<file path="config.mk">
export PLATFORM = sky130hd
export DESIGN_NAME = crc4_mfa_ctrl
export DESIGN_NICKNAME = d
export VERILOG_FILES = /design/src/rtl/crc4_mfa_pkg.sv /design/src/rtl/crc4_mfa_detect.sv /design/src/rtl/crc4_mfa_track.sv /design/src/rtl/crc4_mfa_timer.sv /design/src/rtl/crc4_mfa_ctrl.sv
export SDC_FILE = /design/constraint.sdc
export NUM_CORES = 1
export LEC_CHECK = 0
export CAP_MARGIN = 20
export CORE_ASPECT_RATIO = 1.1
export CORE_MARGIN = 2
export CORE_UTILIZATION = 54
export DETAILED_ROUTE_END_ITERATION = 10
export HOLD_SLACK_MARGIN = 0.15
export PLACE_DENSITY = 0.76
export SLEW_MARGIN = 20
export SYNTH_ARGS = -nofsm -noshare
export SYNTH_HDL_FRONTEND = slang
export SYNTH_SLANG_ARGS = --single-unit
</file>
<file path="constraint.sdc">
create_clock -name clk -period 2.1 [get_ports clk]
set_input_delay 0.42 -clock clk [delete_from_list [all_inputs] [get_ports clk]]
set_output_delay 0.42 -clock clk [all_outputs]
set_load 0.02 [all_outputs]
</file>
<file path="src/rtl/crc4_mfa_pkg.sv">
package crc4_mfa_pkg;

    localparam int MF_LEN     = 16;
    localparam int PW         = $clog2(MF_LEN);
    localparam int PAT_LEN    = 6;
    // Alignment bits, first entry (frame 1) in the MSB.
    localparam logic [PAT_LEN-1:0] MFA_PATTERN = 6'b001011;
    // Number of the frame that completes the alignment word.
    localparam int LOCK_FRAME = 2 * PAT_LEN - 1;

    typedef enum logic [2:0] {
        ST_IDLE,
        ST_HUNT,
        ST_RESYNC,
        ST_INTERWORK,
        ST_LOCKED
    } mfa_state_t;

    // True when frame fn carries one of the alignment bits.
    function automatic logic is_align_frame(input logic [PW-1:0] fn);
        return fn[0] && (int'(fn) <= LOCK_FRAME);
    endfunction

    // Alignment bit expected in frame fn (only meaningful for odd fn <= 11).
    function automatic logic align_bit(input logic [PW-1:0] fn);
        int idx;
        idx = int'(fn) >> 1;
        if (idx < PAT_LEN)
            return MFA_PATTERN[PAT_LEN-1-idx];
        return 1'b0;
    endfunction

endpackage

</file>
<file path="src/rtl/crc4_mfa_detect.sv">
// Sliding matcher for the multiframe alignment word over the Si bit stream.
module crc4_mfa_detect
    import crc4_mfa_pkg::*;
(
    input  logic          clk,
    input  logic          rst_n,
    input  logic          clr,
    input  logic          stb,
    input  logic          si,
    input  logic          fas,
    output logic          hit,
    output logic [PW-1:0] hit_phase
);
    localparam int HIST = 2 * PAT_LEN - 2;
    localparam int FW   = $clog2(HIST + 1);

    logic [HIST-1:0]    hist;
    logic [FW-1:0]      fill;
    logic [PW-1:0]      phase;
    logic [PAT_LEN-1:0] bit_ok;
    logic               fill_ok;

    assign fill_ok = (fill == FW'(HIST));

    // hist[b-1] holds the Si bit received b strobes before the current one.
    genvar j;
    generate
        for (j = 0; j < PAT_LEN; j++) begin : g_cmp
            if (j == PAT_LEN - 1) begin : g_now
                assign bit_ok[j] = (si == MFA_PATTERN[PAT_LEN-1-j]);
            end else begin : g_old
                assign bit_ok[j] = (hist[HIST-1-2*j] == MFA_PATTERN[PAT_LEN-1-j]);
            end
        end
    endgenerate

    assign hit       = stb && !fas && fill_ok && (&bit_ok);
    assign hit_phase = phase;

    always_ff @(posedge clk or negedge rst_n) begin
        if (!rst_n) begin
            hist  <= '0;
            fill  <= '0;
            phase <= '0;
        end else begin
            if (stb) begin
                hist  <= {hist[HIST-2:0], si};
                phase <= phase + 1'b1;
            end
            if (clr)
                fill <= '0;
            else if (stb && !fill_ok)
                fill <= fill + 1'b1;
        end
    end

endmodule

</file>
<file path="src/rtl/crc4_mfa_track.sv">
// Remembers which positions modulo 16 produced a pattern in the current window.
module crc4_mfa_track
    import crc4_mfa_pkg::*;
(
    input  logic          clk,
    input  logic          rst_n,
    input  logic          clr,
    input  logic          en,
    input  logic          hit,
    input  logic [PW-1:0] hit_phase,
    output logic          sync
);
    logic [MF_LEN-1:0] seen;

    assign sync = en && hit && seen[hit_phase];

    always_ff @(posedge clk or negedge rst_n) begin
        if (!rst_n)
            seen <= '0;
        else if (clr)
            seen <= '0;
        else if (en && hit)
            seen[hit_phase] <= 1'b1;
    end

endmodule

</file>
<file path="src/rtl/crc4_mfa_timer.sv">
// Frame-strobe counter that flags the strobe completing LIMIT strobes.
module crc4_mfa_timer #(
    parameter int LIMIT = 64
) (
    input  logic clk,
    input  logic rst_n,
    input  logic clr,
    input  logic run,
    input  logic stb,
    output logic expire
);
    localparam int CW = (LIMIT > 2) ? $clog2(LIMIT) : 1;

    logic [CW-1:0] cnt;

    assign expire = run && stb && (cnt == CW'(LIMIT - 1));

    always_ff @(posedge clk or negedge rst_n) begin
        if (!rst_n)
            cnt <= '0;
        else if (clr || expire)
            cnt <= '0;
        else if (run && stb)
            cnt <= cnt + 1'b1;
    end

endmodule

</file>
<file path="src/rtl/crc4_mfa_ctrl.sv">
module crc4_mfa_ctrl
    import crc4_mfa_pkg::*;
#(
    parameter int WIN_FRAMES  = 64,
    parameter int LONG_FRAMES = 3200
) (
    input  logic          clk,
    input  logic          rst_n,
    input  logic          crc_en,
    input  logic          iw_search_en,
    input  logic          bfa_in_sync,
    input  logic          frm_stb,
    input  logic          frm_si,
    input  logic          frm_fas,
    input  logic          resync_done,
    output logic          oom,
    output logic          mfa_err,
    output logic          resync_req,
    output logic          iw_flag,
    output logic [PW-1:0] frm_num
);
    mfa_state_t    state, state_nx;
    logic          run_ok;
    logic          searching;
    logic          hit;
    logic [PW-1:0] hit_phase;
    logic          sync;
    logic          exp_win, exp_long;
    logic          win_clr, mask_clr, det_clr, long_clr;
    logic          enter_hunt, enter_iw;
    logic [PW-1:0] fn_rx;

    assign run_ok     = crc_en && bfa_in_sync;
    assign searching  = (state == ST_HUNT) || ((state == ST_INTERWORK) && iw_search_en);
    assign enter_hunt = (state != ST_HUNT) && (state_nx == ST_HUNT);
    assign enter_iw   = (state != ST_INTERWORK) && (state_nx == ST_INTERWORK);

    assign win_clr  = (state == ST_IDLE) || enter_hunt || enter_iw ||
                      ((state == ST_INTERWORK) && !iw_search_en);
    assign mask_clr = win_clr || ((state == ST_INTERWORK) && exp_win);
    assign det_clr  = (state == ST_IDLE) || ((state == ST_RESYNC) && resync_done);
    assign long_clr = (state == ST_IDLE);

    crc4_mfa_detect u_detect (
        .clk       (clk),
        .rst_n     (rst_n),
        .clr       (det_clr),
        .stb       (frm_stb),
        .si        (frm_si),
        .fas       (frm_fas),
        .hit       (hit),
        .hit_phase (hit_phase)
    );

    crc4_mfa_track u_track (
        .clk       (clk),
        .rst_n     (rst_n),
        .clr       (mask_clr),
        .en        (searching),
        .hit       (hit),
        .hit_phase (hit_phase),
        .sync      (sync)
    );

    crc4_mfa_timer #(.LIMIT(WIN_FRAMES)) u_win_timer (
        .clk    (clk),
        .rst_n  (rst_n),
        .clr    (win_clr),
        .run    (searching),
        .stb    (frm_stb),
        .expire (exp_win)
    );

    crc4_mfa_timer #(.LIMIT(LONG_FRAMES)) u_long_timer (
        .clk    (clk),
        .rst_n  (rst_n),
        .clr    (long_clr),
        .run    ((state == ST_HUNT) || (state == ST_RESYNC)),
        .stb    (frm_stb),
        .expire (exp_long)
    );

    // Next-state decision.
    always_comb begin
        state_nx = state;
        if (!run_ok) begin
            state_nx = ST_IDLE;
        end else begin
            unique case (state)
                ST_IDLE:      state_nx = ST_HUNT;
                ST_HUNT: begin
                    if (sync)          state_nx = ST_LOCKED;
                    else if (exp_long) state_nx = ST_INTERWORK;
                    else if (exp_win)  state_nx = ST_RESYNC;
                end
                ST_RESYNC: begin
                    if (exp_long)         state_nx = ST_INTERWORK;
                    else if (resync_done) state_nx = ST_HUNT;
                end
                ST_INTERWORK: begin
                    if (sync) state_nx = ST_LOCKED;
                end
                ST_LOCKED:    state_nx = ST_LOCKED;
                default:      state_nx = ST_IDLE;
            endcase
        end
    end

    // State register.
    always_ff @(posedge clk or negedge rst_n) begin
        if (!rst_n)
            state <= ST_IDLE;
        else
            state <= state_nx;
    end

    // Frame numbering and alignment-bit monitor.
    assign fn_rx = frm_num + 1'b1;

    always_ff @(posedge clk or negedge rst_n) begin
        if (!rst_n) begin
            frm_num <= '0;
            mfa_err <= 1'b0;
        end else begin
            mfa_err <= 1'b0;
            if (state_nx == ST_LOCKED) begin
                if (state != ST_LOCKED) begin
                    frm_num <= PW'(LOCK_FRAME);
                end else if (frm_stb) begin
                    frm_num <= fn_rx;
                    mfa_err <= is_align_frame(fn_rx) && (frm_si != align_bit(fn_rx));
                end
            end else begin
                frm_num <= '0;
            end
        end
    end

    // Status decoded from the state register.
    assign oom        = (state != ST_LOCKED);
    assign resync_req = (state == ST_RESYNC);
    assign iw_flag    = (state == ST_INTERWORK);

endmodule

</file>
Yosys cells after proc, flatten, opt, wreduce, memory -nomap -nowiden
Memory sizes are Yosys's and may differ from the RTL's.
Index checks and enable logic that the tools add are counted.
{"block": "totals", "register_bits": 60, "mem_bits_ro": 8, "input_bits": 9, "output_inout_bits": 8, "wordCells": 115, "memories": 1}
{"block": "classes", "add_sub_neg": 6, "n_lt_le_gt_ge": 5, "n_eq_ne": 15, "mux": 37, "bitwise_logic": 4, "n_reduce_logical": 38}
{"memory": "(no name shown)", "words": 8, "word_bits": 1, "read_ports": 1, "rd_clocked_by_memory_dff": 0, "write_ports": 0, "line": "crc4_mfa_pkg.sv:29", "text": "return MFA_PATTERN[PAT_LEN-1-idx];"}
{"cell": "16-bit 2-to-1 mux", "n": 2}
{"cell": "12-bit 2-to-1 mux", "n": 2}
{"cell": "3-bit 2-to-1 mux", "n": 7}
{"cell": "1-bit logical AND", "n": 20}
{"cell": "4-bit 2-to-1 mux", "n": 5}
{"cell": "1-bit 2-to-1 mux", "n": 16}
{"cell": "16-bit bitwise OR", "n": 1}
{"cell": "3-bit case mux with 5 select lines", "n": 1}
{"cell": "12-bit by 1-bit adder with 12-bit output (second input constant)", "n": 1}
{"cell": "4-bit by 1-bit adder with 4-bit output (second input constant)", "n": 3}
{"cell": "12-bit equality test (second input constant)", "n": 1}
{"cell": "6-bit 2-to-1 mux", "n": 2}
{"cell": "4-bit by 5-bit less-than comparator with 1-bit output (second input constant)", "n": 2}
{"cell": "3-bit by 2-bit equality test with 1-bit output (second input constant)", "n": 3}
{"cell": "1-bit logical OR", "n": 9}
{"cell": "2-bit nonzero test", "n": 4}
{"cell": "6-bit by 1-bit adder with 6-bit output (second input constant)", "n": 1}
{"cell": "3-bit by 1-bit equality test with 1-bit output (second input constant)", "n": 2}
{"cell": "3-bit equality test (second input constant)", "n": 2}
{"cell": "6-bit equality test (second input constant)", "n": 1}
{"cell": "3-bit inequality test (second input constant)", "n": 2}
{"cell": "6-bit AND reduction", "n": 1}
{"cell": "1-bit binary-select mux with 4-bit select", "n": 1}
{"cell": "1-bit demux with 4-bit select", "n": 1}
{"cell": "other kinds (11)", "n": 15}

Depth between registers and ports, before layout
Gate-level depths: netlist of run 1.
{"block": "depth", "ltp_word": 21, "ltp_mapped": 9, "depth_no_buf": 8}

By module
A second synthesis of run 1 with hierarchy kept.
{"block": "unflattened", "cells_unflattened": 300, "hier_area_um2": 3118.0}
{"module": "crc4_mfa_detect", "instances": 1, "cells_per_inst": 58, "area_per_inst_um2": 790.8, "seq_area_each_um2": 450.4}
{"module": "crc4_mfa_track", "instances": 1, "cells_per_inst": 79, "area_per_inst_um2": 754.5, "seq_area_each_um2": 400.4}
{"module": "crc4_mfa_ctrl", "instances": 1, "cells_per_inst": 70, "area_per_inst_um2": 644.4, "seq_area_each_um2": 200.2}
{"module": "crc4_mfa_timer at u_long_timer", "instances": 1, "cells_per_inst": 60, "area_per_inst_um2": 621.8, "seq_area_each_um2": 300.3}
{"module": "crc4_mfa_timer at u_win_timer", "instances": 1, "cells_per_inst": 33, "area_per_inst_um2": 306.5, "seq_area_each_um2": 150.1}

Least setup slack after synthesis of run 1
No wires, ideal clock.
{"block": "synth_timing", "kind": "register to register", "from": "reg u_detect.phase[1], in the netlist u_detect.hit_phase[1]", "to": "reg u_track.seen[7]", "setup_time_ns": 0.121, "arrival_ns": 2.065, "path_slack_ns": -0.086, "path_stages_with_launch": 8, "synth_period_minus_slack_ns": 2.186, "cell_sequence": "dfrtp_1 buf_6 mux4_2 or3_1 and3_4 o41ai_4 buf_6 a21oi_1"}
{"block": "synth_between", "elab_chain_cells": 13}
{"element": "start: declaration", "line": "crc4_mfa_detect.sv:19", "text": "logic [PW-1:0] phase;"}
{"element": "start signal: assignment", "line": "crc4_mfa_detect.sv:48", "text": "phase <= phase + 1'b1;"}
{"element": "1-bit binary-select mux with 4-bit select", "line": "crc4_mfa_track.sv:15", "text": "assign sync = en && hit && seen[hit_phase];"}
{"element": "1-bit 2-to-1 mux (implied by the code)", "line": "crc4_mfa_track.sv:15"}
{"element": "1-bit logical AND", "line": "crc4_mfa_track.sv:15"}
{"element": "3-bit 2-to-1 mux, on equally long branches", "line": "crc4_mfa_ctrl.sv:101, crc4_mfa_ctrl.sv:92"}
{"element": "3-bit case mux with 5 select lines", "line": "crc4_mfa_ctrl.sv:89", "text": "unique case (state)"}
{"element": "3-bit 2-to-1 mux", "line": "crc4_mfa_ctrl.sv:86", "text": "if (!run_ok) begin"}
{"element": "3-bit by 1-bit equality test with 1-bit output", "line": "crc4_mfa_ctrl.sv:35", "text": "assign enter_hunt = (state != ST_HUNT) && (state_nx == ST_HUNT);"}
{"element": "1-bit logical AND", "line": "crc4_mfa_ctrl.sv:35"}
{"element": "1-bit logical OR (3 in series)", "line": "crc4_mfa_ctrl.sv:38", "text": "assign win_clr = (state == ST_IDLE) || enter_hunt || enter_iw ||"}
{"element": "1-bit logical OR", "line": "crc4_mfa_ctrl.sv:40", "text": "assign mask_clr = win_clr || ((state == ST_INTERWORK) && exp_win);"}
{"element": "16-bit 2-to-1 mux / 2-bit nonzero test (equally long branches)"}
{"element": "end signal: assignment", "line": "crc4_mfa_track.sv:19", "text": "seen <= '0;"}
{"element": "end signal: assignment", "line": "crc4_mfa_track.sv:21", "text": "seen <= '0;"}
{"element": "end signal: indexed assignment", "line": "crc4_mfa_track.sv:23", "text": "seen[hit_phase] <= 1'b1;"}
{"element": "end: declaration", "line": "crc4_mfa_track.sv:13", "text": "logic [MF_LEN-1:0] seen;"}
Several ways; a longest one is shown, not always the timed one. The select of a mux whose other input is x is not followed.
A chain may end at the register's enable or synchronous reset.

Final worst setup path of run 1
{"block": "layout_timing", "from": "reg u_detect.phase[1], in the netlist u_detect.hit_phase[1]", "to": "reg u_win_timer.cnt[4]"}
{"block": "layout_between", "elab_chain_cells": 13}
{"element": "1-bit binary-select mux with 4-bit select (*)", "line": "crc4_mfa_track.sv:15"}
{"element": "1-bit 2-to-1 mux (implied by the code) (*)", "line": "crc4_mfa_track.sv:15"}
{"element": "1-bit logical AND (*)", "line": "crc4_mfa_track.sv:15"}
{"element": "3-bit 2-to-1 mux, on equally long branches", "line": "crc4_mfa_ctrl.sv:101, crc4_mfa_ctrl.sv:92"}
{"element": "3-bit case mux with 5 select lines (*)", "line": "crc4_mfa_ctrl.sv:89"}
{"element": "3-bit 2-to-1 mux (*)", "line": "crc4_mfa_ctrl.sv:86"}
{"element": "3-bit by 1-bit equality test with 1-bit output", "line": "crc4_mfa_ctrl.sv:35"}
{"element": "1-bit logical AND", "line": "crc4_mfa_ctrl.sv:35"}
{"element": "1-bit logical OR", "line": "crc4_mfa_ctrl.sv:38"}
{"element": "1-bit logical OR (*) (2 in series)", "line": "crc4_mfa_ctrl.sv:38"}
{"element": "1-bit logical OR (*)", "line": "crc4_mfa_timer.sv:21", "text": "else if (clr || expire)"}
{"element": "6-bit 2-to-1 mux / 2-bit nonzero test (equally long branches)"}
{"element": "end signal: assignment", "line": "crc4_mfa_timer.sv:24", "text": "cnt <= cnt + 1'b1;"}
{"element": "end: declaration", "line": "crc4_mfa_timer.sv:14", "text": "logic [CW-1:0] cnt;"}
Mark *: on every way between the ends. The rest lies on a longest branch, timed or not. The select of a mux whose other input is x is not followed.

==> results of run 1 <==
==> per-stage QoR <==
step                      utilization  hold WS [ps]  instances  setup TNS, ps  total power, mW
after global placement          0.666           452        452         -12140             2.03
after global routing            0.740           524        474          -3810             3.56
after detailed placement        0.666           454        452         -13900             2.07
after floorplan                     -           124        324          -1710             1.77
after CTS                       0.715           509        470          -2600             3.35
final                           0.740           506        474          -1620             3.41
==> logic make-up (layout without fill, tap and decap cells) <==
logic type	after synthesis	after routing	synth area share
simple gates	118	118	0.189
mux	19	19	0.0701
fa+ha+maj	12	12	0.0452
xor+xnor	28	28	0.0751
buf+inv	27	100	0.0433
flops	60	60	0.460
compound gates	60	60	0.118
==> worst register-to-register path, stage by stage (launching register included) <==
cell and delay, ps:
dfrtp_2 420, mux4_2 520, or3_4 340, and3_4 200
o22a_4 280, buf_12 150, a211oi_2 220
==> synthesized netlist by cell type (4+ instances only) <==
master    instances  area [um2]
dfrtp_1          60        1500
a21oi_1          37         185
nand2_1          28         105
nor2_1           21        78.8
xor2_1           18         158
nand3_1          13        65.1
ha_1             11         138
mux2_2           11         124
nand2b_1         11        68.8
inv_1            10        37.5
xnor2_1          10        87.6
a21o_1            8        60.1
nand4_1           8        50.1
nor3_1            8        40.0
and3_1            6        37.5
clkbuf_1          6        22.5
mux2i_1           6        60.1
nor4_1            6        37.5
buf_2             4        20.0
buf_6             4        45.0
==> worst paths after layout <==
check,slack [ps],end,startpoint
worst min-delay path,510,u_detect.hist[9]$_DFFE_PN0P_,u_detect.hist[8]$_DFFE_PN0P_
max in group asynchronous,1200,u_detect.hit_phase[1]$_DFFE_PN0P_,rst_n
worst min register to register,510,u_detect.hist[9]$_DFFE_PN0P_,u_detect.hist[8]$_DFFE_PN0P_
worst max register to register,-100,u_win_timer.cnt[4]$_DFFE_PN0P_,u_detect.hit_phase[1]$_DFFE_PN0P_
worst max-delay path,-100,u_win_timer.cnt[4]$_DFFE_PN0P_,u_detect.hit_phase[1]$_DFFE_PN0P_
min in group asynchronous,620,mfa_err$_DFF_PN0_,rst_n
==> registers in the layout (all words and copies together) (netlist names) <==
name,count
frm_num,4
mfa_err,1
state,3
u_detect.fill,4
u_detect.hist,10
u_detect.hit_phase,4
u_long_timer.cnt,12
u_track.seen,16
u_win_timer.cnt,6
==> final cells by class <==
class                           instances  area (um2)  area share
Multi-Input combinational cell        237        1720       0.400
Tap cell                               77        96.3      0.0224
Clock buffer                           10         138      0.0320
Timing Repair Buffer                   75         706       0.164
Clock inverter                          5         100      0.0233
Inverter                               10        37.5     0.00873
Sequential cell                        60        1500       0.350
==> what timing repair did <==
item                       4_1_cts  5_1_grt
gates resized for setup         12       19
cloned                           0        2
setup buffers                    2        4
pin swaps                        3        6
hold buffers                     1        0
hold endpoints to repair        60        0
setup endpoints to repair       30       30
==> metal layers <==
metal,up-vias,wire [um],track usage
li1,1278,-,-
met1,1314,3230,0.291
met2,72,3960,0.401
met3,15,318,0.0547
met4,0,129,0.0941
met5,-,0,0
==> power by group <==
part           internal (mW)  total [mW]  leakage (nW)  switching (mW)
logic                  0.405       0.808          1.09           0.403
registers               1.26        1.34         0.806          0.0754
clock network          0.810        1.26         0.122           0.454
total                   2.48        3.41          2.02           0.932
==> results.md, run 1 <==
* Status: complete, but fails checks
* Failing checks: negative setup slack
* CTS tree: built
* Hold WC Path Type: reg -> reg
* Die H at around 86 um
* Row Count at 29
* CP max stage delay at about 510 ps
* Worst R2R Path Depth at 6
* Max Clock Freq at ~450 MHz
* Crit path depth at 6
* Critical Path, Cell by Cell: mux4_2, or3_4, and3_4, o22a_4, buf_12, a211oi_2
* RD Place Congestion at 0.880
* Synthesized area per cell at about 10 um2
* First-pass iteration count of the detailed router at 4
* P per Cell Area at just under 800 nW/um2
* Fin crit period at ~2200 ps
* H-tree depth at 3
* Yosys reg bits at 60
* Share of layout cells above drive strength 1 at 0.282
* Fin worst setup slack at -103 ps
* Netlist Area Pre-Place at between 3000 and 4000 um2
* Path type of the worst setup path: reg -> reg
* Num CTS Buffers at 9
* Core Region at approximately 5800 um2
* DRT Wirelength at approximately 7600 um
* Global-route usage over all layers at 0.235
* Routed vias/inst at 5.65
* Overflow after GRT at 0
* Buffers on Ports at 16
* Commonest non-fill, non-tap cells in the layout: dfrtp_1 (59), buf_4 (48), a21oi_1 (34), nand2_1 (27), nor2_1 (20)
* CP max stage cell: mux4_2
* WP buf/inv at 1
* # IOs at 17
* Synth unique cells at slightly below 50
* Hold path depth at 1
* Setup violators final at 22
* Final Max Tran Viols at 0
* Critical Path Fanout Max at 11
* Clock Pin Slew Worst Setup and Hold Paths at about 70 ps
* Share of the yosys chip area belonging to registers at 0.460
* Ant. Diodes at 0
* Clock skew at approximately 8.5 ps
* RSZ-0062 raised after global routing: yes
* First-pass GRT wire length at 12200 um
* Net count after synthesis at approximately 340
* Antenna violations before repair at 0
* Top_reg_cell synth: dfrtp_1
* Mean routed wirelength per cell at ~16 um
* Placed wire-length estimate at around 4900 um
* Placed cell area at 3870 um2
* Final layout net count at about 410
* MaxCap Viol Count at 0
* CTS Buffer Depth at 2
* Area Overhead vs Synth at 31.6%
* Fin. Hold Viols at 0
* Worst-skew pair later-pin latency at around 340 ps
* Critical Path RT at between 2000 and 2500 ps
* Largest net degree at the start of global routing at 61
* Vias in the first global route at approximately 2.7k
* Ratio of final minimum period to clock period at 1.05
* Critical Path AT at around 2500 ps
* Pre-CTS WS at -487 ps
* Fillcell total at roughly 400
* Clock sinks at 60
* Root buf cell: clkbuf_8
* Initial drt markers at approximately 150
* Least-Margin Pin Slew at approximately 540 ps
* DRC viols at 0
* Synth warnings at 0
* Critical Path Start Type: flip-flop
* Worst IR Drop VDD at ~0.00065 V
* Standby leakage power at ~2.0 nW
* Slew margin rel. at 0.636
* Commonest non-fill, non-tap cell in the layout: dfrtp_1
* Die area at roughly 6700 um2
* EDFF count, synth at 0
* Setup crit end kind: flip-flop
* Post-Synthesis Cells at 324
* Post-route cell area at 4300 um2
* Top delay family on crit path: simple AND/OR/NAND/NOR gates
* Die X at about 78 um
* Via count at ~2.7k
* ANT nets after route at 0
* Post-synth ARST share at 1.00
* Starting Density at 0.563
No activity file was read; power rests on OpenSTA's default activity.
==> run 2, diff against run 1 <==
Settings changed: SETUP_SLACK_MARGIN set to 0.5.
==> run 2 against run 1 <==
The run still ends with negative setup slack left. Non-clock buffer count up 2. Power is 8.3% lower. Fmax down 1.1%. Largest cell class unchanged. Global-route usage rose by 3.1 points. Clock skew increased by 2.3 ps. Cell area increased by 5.0%. Critical endpoint is now u_track.seen[12]$_DFFE_PN0P_. Largest power group unchanged. Count of clock-buffer cells in the layout stayed put. Wire length is 18% higher. Die area unchanged. Combinational power fell by 9.7%. Critical path depth unchanged.
==> results.md, run 2 (synthesis gave the netlist of run 1 again) <==
* Antenna violations before repair at 0
* Die H at approximately 86 um
* Die area at ~6700 um2
* Number of flip-flops in the largest register at 16
* Placed cell area at between 3000 and 4000 um2
* Critical Path, Cell by Cell: xor2_1, nand3_2, o311a_1, o41ai_4, buf_12, a21oi_1
* Commonest non-fill, non-tap cell in the layout: dfrtp_1
* Buffers on Ports at 16
* Critical Path RT at around 2300 ps
* Clock network fraction of total power at 0.334
* Standby leakage power at 2.03 nW
* Final Util at 0.777
* Critical Path Fanout Max at 22
* First-pass iteration count of the detailed router at 4
* Commonest non-fill, non-tap cells in the layout: dfrtp_1 (54), buf_4 (47), a21oi_1 (31), nand2_1 (26), xor2_1 (16)
* Critical Path AT at ~2500 ps
* Num CTS Buffers at 9
* GR peak layer: met2
* Total negative slack at -2610 ps
* Root buf cell: clkbuf_8
* Path type of the worst setup path: reg -> reg
* Global-route usage over all layers at 0.267
* RD Place Congestion at just under 0.9
* Clock Pin Slew Worst Setup and Hold Paths at around 70 ps
* Clock sinks at 60
* Area Overhead vs Synth at 38.2%
* Biggest regs: u_track.seen: 16 flops, u_long_timer.cnt: 12 flops, u_detect.hist: 10 flops
* CP max stage cell: dfrtp_2
* Ant. Diodes at 0
* Die X at a little under 80 um
* P per Cell Area at about 690 nW/um2
* Fin crit period at roughly 2200 ps
* P_int at between 2 and 2.5 mW
* Seq pwr share at 0.432
* Pre-CTS WS at -428 ps
* Final layout net count at 415
* H-tree depth at 3
* Critical Path Start Type: flip-flop
* Hold WC Path Type: reg -> reg
* Initial drt markers at 162
* CP max stage delay at around 480 ps
* Overall power at between 3 and 4 mW
* Top delay family on crit path: compound AO/OA/AOI/OAI gates
* First-pass GRT wire length at ~14000 um
* Slew margin rel. at 0.655
* Largest register by flop count: u_track.seen
* Placed insts at ~450
* Origin of the critical flop-to-flop path: state[1]$_DFF_PN0_
* Clock skew at about 11 ps
* Max Clock Freq at 449 MHz
* Setup violators final at 26
* # IOs at 17
* Row Count at 29
* MaxCap Viol Count at 0
* Via count at 2823
* Final Max Tran Viols at 0
* Status: complete, but fails checks
* Overflow after GRT at 0
* Logic pwr share at 0.234
* Failing checks: negative setup slack
* Hold_sp: u_detect.hist[6]$_DFFE_PN0P_
* Worst IR Drop VDD at roughly 0.0007 V
* Sw power at roughly 950 uW
* Worst-skew pair later-pin latency at about 360 ps
* Hold_ws at 507 ps
* DRC viols at 0
* ANT nets after route at 0
* Routed vias/inst at just under 6
* GR Util met3 at 0.0726
* Post-Layout Cell Count at 476
* CTS tree: built
* Starting Density at 0.563
* Least-Margin Pin Slew at roughly 500 ps
* Worst setup startpoint: state[1]$_DFF_PN0_
* Fin worst setup slack at -127 ps
* Largest net degree at the start of global routing at 26
* Ratio of final minimum period to clock period at 1.06
* Share of layout cells above drive strength 1 at 0.388
* CTS Buffer Depth at 2
* Vias in the first global route at 2855
* Fin. Hold Viols at 0
* WP buf/inv at 1
* Core Region at between 5000 and 6000 um2
* RSZ-0062 raised after global routing: yes
* Mean routed wirelength per cell at 18.9 um
* Placed wire-length estimate at around 5000 um
* DRT Wirelength at around 9000 um
* Post-route cell area at between 4000 and 5000 um2
* Sw Ratio at 0.303
* Met2 usage at 0.454
* Setup crit end kind: flip-flop
* Met1 Use GR at 0.326
## run 2: routing by layer
metal / routed length (um) / part of all wire
met1: 3630 / 0.40
met2: 4660 / 0.52
met3: 401 / 0.045
met5: 0 / 0
met4: 301 / 0.033
## run 2: repair_timing
item / 4_1_cts / 5_1_grt
cloned: 1 / 0
hold endpoints to repair: 18 / 0
setup endpoints to repair: 50 / 46
pin swaps: 20 / 3
gates resized for setup: 74 / 37
buffers inserted: 10 / 2
hold buffers: 1 / 0
## run 2: final timing paths
| path | endpoint | slack (ps) | cells after the start |
|---|---|---|---|
| min in group asynchronous | frm_num[1]$_DFFE_PN0P_ | 550 | 2 |
| max reg2reg | u_track.seen[12]$_DFFE_PN0P_ | -130 | 6 |
| min | u_detect.hist[6]$_DFFE_PN0P_ | 510 | 1 |
| max | u_track.seen[12]$_DFFE_PN0P_ | -130 | 6 |
| min reg2reg | u_detect.hist[6]$_DFFE_PN0P_ | 510 | 1 |
| max in group asynchronous | u_detect.hit_phase[1]$_DFFE_PN0P_ | 830 | 3 |
## run 2: layout make-up
| class | instances | area, um2 |
|---|---|---|
| Multi-Input combinational cell | 237 | 1980 |
| Sequential cell | 60 | 1510 |
| Fill cell | 352 | 1290 |
| Timing Repair Buffer | 77 | 697 |
| Clock buffer | 10 | 138 |
| Tap cell | 77 | 96.3 |
| Clock inverter | 5 | 52.6 |
| Inverter | 10 | 40.0 |
## run 2: worst register-to-register path, cell delays in order, from the launching register on
cell and delay, ps:
dfrtp_2 480, xor2_1 320, nand3_2 210, o311a_1 410, o41ai_4 390, buf_12 210, a21oi_1 90
## run 2: power groups by stage
stage / Sequential (mW) / Clock (mW) / Combinational (mW)
final: 1.35 / 1.04 / 0.730
after global routing: 1.37 / 1.11 / 0.791
after CTS: 1.35 / 1.04 / 0.702
after detailed placement: 1.37 / 0 / 0.663
after global placement: 1.36 / 0 / 0.643
after floorplan: 1.33 / 0 / 0.449
==> run 3, diff against run 2 <==
Settings changed: CORE_UTILIZATION 54 to 35, PLACE_DENSITY 0.76 to not set.
==> run 3 against run 2 <==
The run still ends with negative setup slack left. Flip-flop and latch count unchanged. Cell area increased by 4.8%. Combinational power increased by 13%. Clock power increased by 19%. Via count decreased by 4.6%. Largest cell class unchanged. Largest power group unchanged.
==> results.md, run 3 (synthesis gave the netlist of run 1 again) <==
* Share of layout cells above drive strength 1 at 0.432
* Ant. Diodes at 0
* Status: complete, but fails checks
* Clock Pin Slew Worst Setup and Hold Paths at ~60 ps
* DRT Wirelength at 7910 um
* DRC viols at 0
* Critical Path Start Type: flip-flop
* CTS tree: built
* Slew margin rel. at 0.644
* Pre-CTS WS at -462 ps
* P per Cell Area at approximately 720 nW/um2
* Buffers on Ports at 16
* Path type of the worst setup path: reg -> reg
* Overflow after GRT at 0
* First-pass iteration count of the detailed router at 4
* Num CTS Buffers at 9
* Failing checks: negative setup slack
* WP buf/inv at 2
* First-pass GRT wire length at 12900 um
* Commonest non-fill, non-tap cells in the layout: buf_4 (63), dfrtp_1 (54), a21oi_1 (32), nand2_1 (25), buf_6 (16)
* Critical Path RT at ~2300 ps
* Fillcell total at between 700 and 800
* H-tree depth at 3
* Least-Margin Pin Slew at ~530 ps
* ANT nets after route at 0
* CP max stage cell: mux4_2
* Routed vias/inst at a little over 5
* Placed wire-length estimate at about 5300 um
* Die H at 105 um
* Worst IR Drop VDD at 0.000436 V
* Vias in the first global route at between 2k and 3k
* Commonest non-fill, non-tap cell in the layout: buf_4
* Via count at around 2.7k
* Final Max Tran Viols at 0
* Final layout net count at 432
* Ratio of final minimum period to clock period at 1.05
* Root buf cell: clkbuf_8
* Die area at approximately 10000 um2
* Standby leakage power at approximately 2.1 nW
* Global-route usage over all layers at 0.163
* Fin worst setup slack at -96.5 ps
* Worst-skew pair later-pin latency at 330 ps
* RSZ-0062 raised after global routing: yes
* Top delay family on crit path: simple AND/OR/NAND/NOR gates
* Mean routed wirelength per cell at 14.9 um
* Die X at between 90 and 100 um
* CP max stage delay at about 520 ps
* Initial drt markers at 84
* Area of the multi-input gates at about 2000 um2
* Area Overhead vs Synth at 44.8%
* Setup crit end kind: flip-flop
* Max Clock Freq at ~460 MHz
* Fin crit period at roughly 2200 ps
* Post-route cell area at about 4700 um2
* Fin. Hold Viols at 0
* Number of flip-flops in the largest register at 16
* Critical Path AT at approximately 2400 ps
* Clock skew at around 12 ps
* CTS Buffer Depth at 2
* Largest net degree at the start of global routing at 26
* Row Count at 36
* Critical Path, Cell by Cell: mux4_2, or3_4, and3_4, o41ai_4, buf_6, buf_12, a21oi_1
* Hold WC Path Type: reg -> reg
* Antenna violations before repair at 0
* Core Region at between 8000 and 9000 um2
* Placed cell area at around 4000 um2
* Setup violators final at 25
* Starting Density at 0.364
* RD Place Congestion at ~0.91
* Clock sinks at 60
* Biggest regs: u_track.seen: 16 flops, u_long_timer.cnt: 12 flops, u_detect.hist: 10 flops
* Largest register by flop count: u_track.seen
* Critical Path Fanout Max at 16
* FF+latch area at between 1500 and 2000 um2
* MaxCap Viol Count at 0
* # IOs at 17
* Hold_ws at 505 ps
* Total negative slack at -1970 ps
## run 3: cell type report
class                      instances  share of cell area
clock inverter                     5              0.0212
sequential                        60               0.319
multi-input combinational        237               0.420
tap                              114              0.0302
clock buffer                      11              0.0278
timing repair buffer              94               0.173
inverter                          10             0.00847
## run 3: final timing paths
check	from	depth (start not counted)	end	slack [ps]
hold reg to reg	u_detect.hist[6]$_DFFE_PN0P_	1	u_detect.hist[7]$_DFFE_PN0P_	500
setup / recovery	u_detect.hit_phase[1]$_DFFE_PN0P_	7	u_track.seen[15]$_DFFE_PN0P_	-100
min in group asynchronous	rst_n	2	frm_num[1]$_DFFE_PN0P_	600
max in group asynchronous	rst_n	3	state[1]$_DFF_PN0_	870
hold / removal	u_detect.hist[6]$_DFFE_PN0P_	1	u_detect.hist[7]$_DFFE_PN0P_	500
setup reg to reg	u_detect.hit_phase[1]$_DFFE_PN0P_	7	u_track.seen[15]$_DFFE_PN0P_	-100
## run 3: layer usage
metal / vias to the layer above / share of wire / global-route usage / routed length, um
met5: - / 0 / 0 / 0
li1: 1314 / - / - / -
met1: 1327 / 0.46 / 0.213 / 3640
met4: 0 / 0.013 / 0.0653 / 104
met3: 10 / 0.026 / 0.0422 / 208
met2: 41 / 0.50 / 0.255 / 3960
## run 3: power by group
part	switching, mW	internal (mW)
clock	0.452	0.786
sequential	0.0823	1.26
combinational	0.403	0.420
## run 3: worst register-to-register path, cell delays in order, from the launching register on
cell,delay (ps)
dfrtp_1,400
mux4_2,530
or3_4,340
and3_4,200
o41ai_4,220
buf_6,180
buf_12,140
a21oi_1,70
## run 3: what timing repair did
action	CTS	global route
resized for setup	79	31
cloned	0	0
pin swaps	21	9
setup endpoints to repair	49	46
buffers inserted	12	9
hold buffers	1	0
endpoints found under the hold margin	20	0
## run 3: metrics by stage
| step | util | cells | total power [mW] |
|---|---|---|---|
| 2_1_floorplan | - | 324 | 1.78 |
| 3_3_place_gp | 0.444 | 493 | 2.08 |
| 3_5_place_dp | 0.444 | 493 | 2.09 |
| 4_1_cts | 0.505 | 522 | 3.38 |
| 5_1_grt | 0.528 | 531 | 3.58 |
| 6_report | 0.528 | 531 | 3.40 |
